`src/rtl/vliw_pkg.sv`:
```
package vliw_pkg;

  localparam int DATA_W  = 32;
  localparam int OPC_W   = 3;
  localparam int MAX_LAT = 3;

  typedef enum logic [OPC_W-1:0] {
    OP_NOP   = 3'd0,
    OP_ADD   = 3'd1,
    OP_XOR   = 3'd2,
    OP_MULLO = 3'd3,
    OP_SHADD = 3'd4,
    OP_LDI   = 3'd5,
    OP_RSV6  = 3'd6,
    OP_RSV7  = 3'd7
  } opc_e;

  // Fixed cycles from acceptance to writeback; 0 means no writeback.
  function automatic int op_latency(input logic [OPC_W-1:0] opc);
    case (opc)
      OP_ADD, OP_XOR, OP_LDI: return 1;
      OP_MULLO:               return 2;
      OP_SHADD:               return 3;
      default:                return 0;
    endcase
  endfunction

  function automatic logic [DATA_W-1:0] op_exec(
    input logic [OPC_W-1:0]  opc,
    input logic [DATA_W-1:0] a,
    input logic [DATA_W-1:0] b,
    input logic [DATA_W-1:0] imm
  );
    case (opc)
      OP_ADD:   return a + b;
      OP_XOR:   return a ^ b;
      OP_MULLO: return a * b;
      OP_SHADD: return (a << b[2:0]) + b;
      OP_LDI:   return imm;
      default:  return '0;
    endcase
  endfunction

endpackage

```
`src/rtl/vliw_regfile.sv`:
```
module vliw_regfile
  import vliw_pkg::*;
#(
  parameter int REG_COUNT = 16,
  parameter int NUM_WR    = 2,
  parameter int NUM_RD    = 5,
  localparam int IDX_W    = $clog2(REG_COUNT)
) (
  input  logic                           clk,
  input  logic                           rst,
  input  logic [NUM_WR-1:0]              we,
  input  logic [NUM_WR-1:0][IDX_W-1:0]   waddr,
  input  logic [NUM_WR-1:0][DATA_W-1:0]  wdata,
  input  logic [NUM_RD-1:0][IDX_W-1:0]   raddr,
  output logic [NUM_RD-1:0][DATA_W-1:0]  rdata
);

  logic [DATA_W-1:0] mem [REG_COUNT];

  // Ports are applied in ascending order, so the highest slot wins a tie.
  always_ff @(posedge clk) begin
    if (rst) begin
      for (int i = 0; i < REG_COUNT; i++) mem[i] <= '0;
    end else begin
      for (int p = 0; p < NUM_WR; p++) begin
        if (we[p]) mem[waddr[p]] <= wdata[p];
      end
    end
  end

  always_comb begin
    for (int k = 0; k < NUM_RD; k++) rdata[k] = mem[raddr[k]];
  end

endmodule

```
`src/rtl/vliw_slot_pipe.sv`:
```
module vliw_slot_pipe
  import vliw_pkg::*;
#(
  parameter int IDX_W = 4,
  localparam int DEPTH = MAX_LAT - 1
) (
  input  logic              clk,
  input  logic              rst,
  input  logic              stall,
  input  logic [OPC_W-1:0]  issue_opc,
  input  logic [IDX_W-1:0]  issue_rd,
  input  logic [DATA_W-1:0] opnd_a,
  input  logic [DATA_W-1:0] opnd_b,
  input  logic [DATA_W-1:0] imm,
  output logic              wr_en,
  output logic [IDX_W-1:0]  wr_addr,
  output logic [DATA_W-1:0] wr_data,
  output logic              collide
);

  // Entry j retires at the (j+1)-th unstalled edge from now.
  logic [DEPTH-1:0] pend_v;
  logic [IDX_W-1:0]  pend_rd  [DEPTH];
  logic [DATA_W-1:0] pend_val [DEPTH];

  int                lat;
  logic              fresh;
  logic              keep_fresh;
  logic [DATA_W-1:0] fresh_val;

  assign lat       = op_latency(issue_opc);
  assign fresh     = !stall && (lat != 0);
  assign fresh_val = op_exec(issue_opc, opnd_a, opnd_b, imm);

  // A new op with latency L lands where entry L-1 would have retired.
  always_comb begin
    collide = 1'b0;
    for (int j = 0; j < DEPTH; j++) begin
      if (fresh && lat == j + 1 && pend_v[j]) collide = 1'b1;
    end
  end

  assign keep_fresh = fresh && !collide;

  always_comb begin
    wr_en   = 1'b0;
    wr_addr = pend_rd[0];
    wr_data = pend_val[0];
    if (!stall) begin
      if (pend_v[0]) begin
        wr_en = 1'b1;
      end else if (keep_fresh && lat == 1) begin
        wr_en   = 1'b1;
        wr_addr = issue_rd;
        wr_data = fresh_val;
      end
    end
  end

  always_ff @(posedge clk) begin
    if (rst) begin
      pend_v <= '0;
    end else if (!stall) begin
      pend_v <= {1'b0, pend_v[DEPTH-1:1]};
      for (int j = 0; j < DEPTH - 1; j++) begin
        pend_rd[j]  <= pend_rd[j+1];
        pend_val[j] <= pend_val[j+1];
      end
      for (int j = 0; j < DEPTH; j++) begin
        if (keep_fresh && lat == j + 2) begin
          pend_v[j]   <= 1'b1;
          pend_rd[j]  <= issue_rd;
          pend_val[j] <= fresh_val;
        end
      end
    end
  end

endmodule

```
`src/rtl/vliw_core.sv`:
```
module vliw_core
  import vliw_pkg::*;
#(
  parameter int NUM_SLOTS = 2,
  parameter int REG_COUNT = 16,
  localparam int IDX_W  = $clog2(REG_COUNT),
  localparam int SLOT_W = OPC_W + 3 * IDX_W,
  localparam int WORD_W = NUM_SLOTS * SLOT_W,
  localparam int NUM_RD = 2 * NUM_SLOTS + 1
) (
  input  logic              clk,
  input  logic              rst,
  input  logic              stall,
  input  logic [WORD_W-1:0] instr_word,
  input  logic [IDX_W-1:0]  dbg_addr,
  output logic [DATA_W-1:0] dbg_data,
  output logic              conflict_err
);

  logic [NUM_RD-1:0][IDX_W-1:0]     rd_addr;
  logic [NUM_RD-1:0][DATA_W-1:0]    rd_data;
  logic [NUM_SLOTS-1:0]             slot_wr_en;
  logic [NUM_SLOTS-1:0][IDX_W-1:0]  slot_wr_addr;
  logic [NUM_SLOTS-1:0][DATA_W-1:0] slot_wr_data;
  logic [NUM_SLOTS-1:0]             slot_collide;

  for (genvar s = 0; s < NUM_SLOTS; s++) begin : g_slot
    logic [SLOT_W-1:0] field;
    logic [OPC_W-1:0]  opc;
    logic [IDX_W-1:0]  dst, src_a, src_b;

    assign field = instr_word[s*SLOT_W +: SLOT_W];
    assign opc   = field[SLOT_W-1 -: OPC_W];
    assign dst   = field[3*IDX_W-1 -: IDX_W];
    assign src_a = field[2*IDX_W-1 -: IDX_W];
    assign src_b = field[IDX_W-1:0];

    assign rd_addr[2*s]   = src_a;
    assign rd_addr[2*s+1] = src_b;

    vliw_slot_pipe #(.IDX_W(IDX_W)) u_pipe (
      .clk       (clk),
      .rst       (rst),
      .stall     (stall),
      .issue_opc (opc),
      .issue_rd  (dst),
      .opnd_a    (rd_data[2*s]),
      .opnd_b    (rd_data[2*s+1]),
      .imm       (DATA_W'({src_a, src_b})),
      .wr_en     (slot_wr_en[s]),
      .wr_addr   (slot_wr_addr[s]),
      .wr_data   (slot_wr_data[s]),
      .collide   (slot_collide[s])
    );
  end

  assign rd_addr[NUM_RD-1] = dbg_addr;
  assign dbg_data          = rd_data[NUM_RD-1];

  vliw_regfile #(
    .REG_COUNT (REG_COUNT),
    .NUM_WR    (NUM_SLOTS),
    .NUM_RD    (NUM_RD)
  ) u_rf (
    .clk   (clk),
    .rst   (rst),
    .we    (slot_wr_en),
    .waddr (slot_wr_addr),
    .wdata (slot_wr_data),
    .raddr (rd_addr),
    .rdata (rd_data)
  );

  always_ff @(posedge clk) begin
    if (rst)               conflict_err <= 1'b0;
    else if (|slot_collide) conflict_err <= 1'b1;
  end

endmodule

```
`config.mk`:
```
export PLATFORM = sky130hd
export DESIGN_NAME = vliw_core
export DESIGN_NICKNAME = d
export VERILOG_FILES = /design/src/rtl/vliw_pkg.sv /design/src/rtl/vliw_regfile.sv /design/src/rtl/vliw_slot_pipe.sv /design/src/rtl/vliw_core.sv
export SDC_FILE = /design/constraint.sdc
export NUM_CORES = 2
export LEC_CHECK = 0
export BUFFER_PORTS_ARGS = -buffer_cell sky130_fd_sc_hd__buf_2
export CAP_MARGIN = 20
export CORE_ASPECT_RATIO = 1.5
export CORE_MARGIN = 2
export CORE_UTILIZATION = 47
export DETAILED_ROUTE_END_ITERATION = 6
export PLACE_DENSITY_LB_ADDON = 0.12
export SLEW_MARGIN = 20
export SYNTH_ARGS = -nofsm -noshare
export SYNTH_HDL_FRONTEND = slang
export SYNTH_SLANG_ARGS = --single-unit
```
`constraint.sdc`:
```
create_clock -name clk -period 15.8 [get_ports clk]
set_input_delay 0.79 -clock clk [delete_from_list [all_inputs] [get_ports clk]]
set_output_delay 0.79 -clock clk [all_outputs]
set_load 0.03 [all_outputs]
```
==> impl_metrics.py <==
metrics = {
    "logic_synthesis": {
        "yosysUniqueCellTypes": 92,
        "synthFlopType": "edfxtp_1",
        "ys_seq_elements": 661,
        "synth_top_cells_by_area": "edfxtp_1 24%, fa_1 20%, mux4_2 19%",
        "yosysSeqAreaShare": 0.2369,
        "synth_nets": 8833,
        "synth_top_area_share": 0.2357,
        "synth.largest_area_cell": "edfxtp_1",
        "yosysMostFrequentCell": "inv_1",
        "avgSynthCellArea_um2": 10.94,
        "synth_cells": 7636,
        "synthArstFlopShare": 0,
        "synth-edff-count": 656,
        "ys_top_cells_by_count": "859 x inv_1, 818 x fa_1, 737 x nor2_1",
        "syn_area_mm2": 0.08357,
        "yosysWarnings": 0,
    },
    "setup_path": {
        "cp_slowest_cell": "o22ai_1",
        "crit_required_ns": 16.34,
        "crit_family": "compound AO/OA/AOI/OAI gates",
        "crit_path_start_kind": "input pin",
        "critPathKind": "input pin to flop",
        "slowest_delay_ns": 0.82,
        "crit_path_frequent_cell": "fa_1",
        "cp.buffers_inverters": 6,
        "critPathCaptureType": "flop",
        "crit_path_max_fanout": 66,
        "cp.arrival_ns": 12.70,
        "r2r_slack_ns": 4.63,
    },
    "timing": {
        "worst_clock_skew_ns": 0.06036,
        "finalCritPeriodShare": 0.7698,
        "fmax_mhz": 82.22,
        "slew-limit-headroom": 0.1869,
        "hold_viol": 0,
        "tns_ns": 0,
        "slew_viol_final": 0,
        "setup_viol": 0,
        "rsz0062_at_grt": "no",
        "hold_slack_ns": 0.2588,
        "layout_setup_ws_ns": 3.637,
        "period_needed_ns": 12.16,
        "worst_slew_pin_slew_ns": 1.220,
    },
    "floorplan": {
        "dieArea_mm2": 0.1813,
        "die_w_um": 348.3,
        "initial_core_util": 0.4731,
        "core_region_area_mm2": 0.1766,
        "die_y_um": 520.4,
        "ios": 70,
        "fp-row-count": 189,
    },
    "clocking": {
        "clockBufferDepth": 3,
        "numClockSinks": 661,
        "htreeDepth": 2,
        "cts_tree": "done",
        "cts_inserted_buffers": 61,
        "post_cts_buffers": 0,
        "clk_latency_ns": 0.74,
        "cts_resized": 0,
        "clock-root-buffer": "clkbuf_16",
        "hold_buffers": 0,
        "clk_pin_slew_worst_paths_ns": 0.08,
    },
    "finish": {
        "nets": 8629,
        "drive_gt1_frac": 0.1899,
        "syn_to_final_growth_pct": 6.877,
        "final_area_mm2": 0.08931,
    },
    "power": {
        "p_switching_mw": 11.52,
        "power.internal_mw": 8.773,
        "p_leak_nw": 36.01,
        "vdd_ir_drop_max_mv": 0.6623,
        "power_density_mw_per_mm2": 227.3,
        "p_seq_frac": 0.104,
        "swShare": 0.5678,
        "power.total_mw": 20.30,
        "comb_power_share": 0.814,
        "clkPwrFrac": 0.082,
    },
    "detailed_routing": {
        "drc": 0,
        "vias_per_cell": 7.279,
        "final_antenna_net_count": 0,
        "drt_iter0_markers": 10166,
        "first_pass_iters": 6,
        "vias": 71250,
        "wl_per_cell_um": 40.91,
        "wirelength_um": 400500,
    },
    "global_routing": {
        "antenna_found_initial": 21,
        "grtUsageTotal": 0.4414,
        "first_global_vias": 71334,
        "grt_max_degree": 80,
        "gr-total-overflow": 0,
        "grt_pass1_wl_um": 554800,
    },
    "run": {
        "cap_violations": 0,
    },
    "placement": {
        "hpwlAfterDp_um": 278200,
        "place_area_mm2": 0.08713,
        "gp_congestion": 1.028,
        "io_buffers": 69,
        "dpl_worst_slack_ns": 3.109,
    },
    "worst_hold_path": {
        "hp-class": "input pin to flop",
    },
    "outcome": {
        "outcome": "finished, final reports clean",
    },
}
==> through the flow <==
stage                     utilization  cells
final                          0.5056   9789
after detailed placement       0.4932   9658
after floorplan                     -   7636
after CTS                      0.5051   9771
after global placement         0.4931   9656
after global routing           0.5055   9780
==> worst paths after layout <==
| check | start | to | cells after the start |
|---|---|---|---|
| worst max-delay path | instr_word[19] | u_rf.mem[11][24] | 30 |
| worst min-delay path | instr_word[8] | g_slot[0].u_pipe.pend_rd[0][4] | 1 |
| worst max register to register | u_rf.mem[12][5] | u_rf.mem[15][29] | 28 |
| worst min register to register | g_slot[1].u_pipe.pend_val[0][37] | g_slot[1].u_pipe.pend_val[0][5] | 2 |
==> cell families (layout without fill, tap and decap cells) <==
family | count (synthesis) | after routing | synth area share
compound gates | 1474 | 1474 | 0.1191
xor+xnor | 243 | 243 | 0.02563
fa+ha+maj | 1160 | 1160 | 0.2472
buf+inv | 1487 | 1333 | 0.07131
flops | 661 | 661 | 0.2369
mux | 897 | 897 | 0.2130
other cells | 0 | 15 | 0
simple gates | 1714 | 1714 | 0.08683
==> state kept, by name, indices dropped and copies added (netlist names) <==
register and flops:
conflict_err 1, g_slot.u_pipe.pend_val 128, u_rf.mem 512, g_slot.u_pipe.pend_v 4
g_slot.u_pipe.pend_rd 16
==> final cells by class <==
cell class	count	area [um2]
diodes	15	37.54
clock buffers	66	1567
clock inverters	47	529.3
fillers	15942	87340
inverters	887	3329
multi-input cells	5488	58740
flip-flops and latches	661	19800
well taps	2292	2868
repair buffers	333	2449
==> layer usage <==
metal / GRT usage / vias to the layer above / routed length [um]
li1: - / 27181 / -
met1: 0.5076 / 36311 / 127000
met2: 0.6787 / 5872 / 177900
met3: 0.1238 / 1874 / 50370
met4: 0.3824 / 12 / 45160
met5: 0 / - / 78
==> power by group through the flow <==
stage | combinational [mW] | sequential [mW] | clock [mW]
after floorplan | 10.1 | 2.13 | 0
after global placement | 16.1 | 2.15 | 0
after detailed placement | 16.1 | 2.15 | 0
after CTS | 16.3 | 2.11 | 1.65
after global routing | 17.6 | 2.13 | 1.70
final | 16.5 | 2.12 | 1.67
==> layout by cell type (no fill, tap or decap), types with 65 or more instances in the layout <==
cell type,n
a21oi_1,247
a22oi_1,65
buf_4,261
edfxtp_1,656
fa_1,818
ha_1,342
inv_1,859
mux2_2,80
mux2i_1,105
mux4_2,696
nand2_1,611
nor2_1,730
o21ai_0,233
o22ai_1,440
xnor2_1,175
xor2_1,67
No activity file was read; power rests on OpenSTA's default activity.
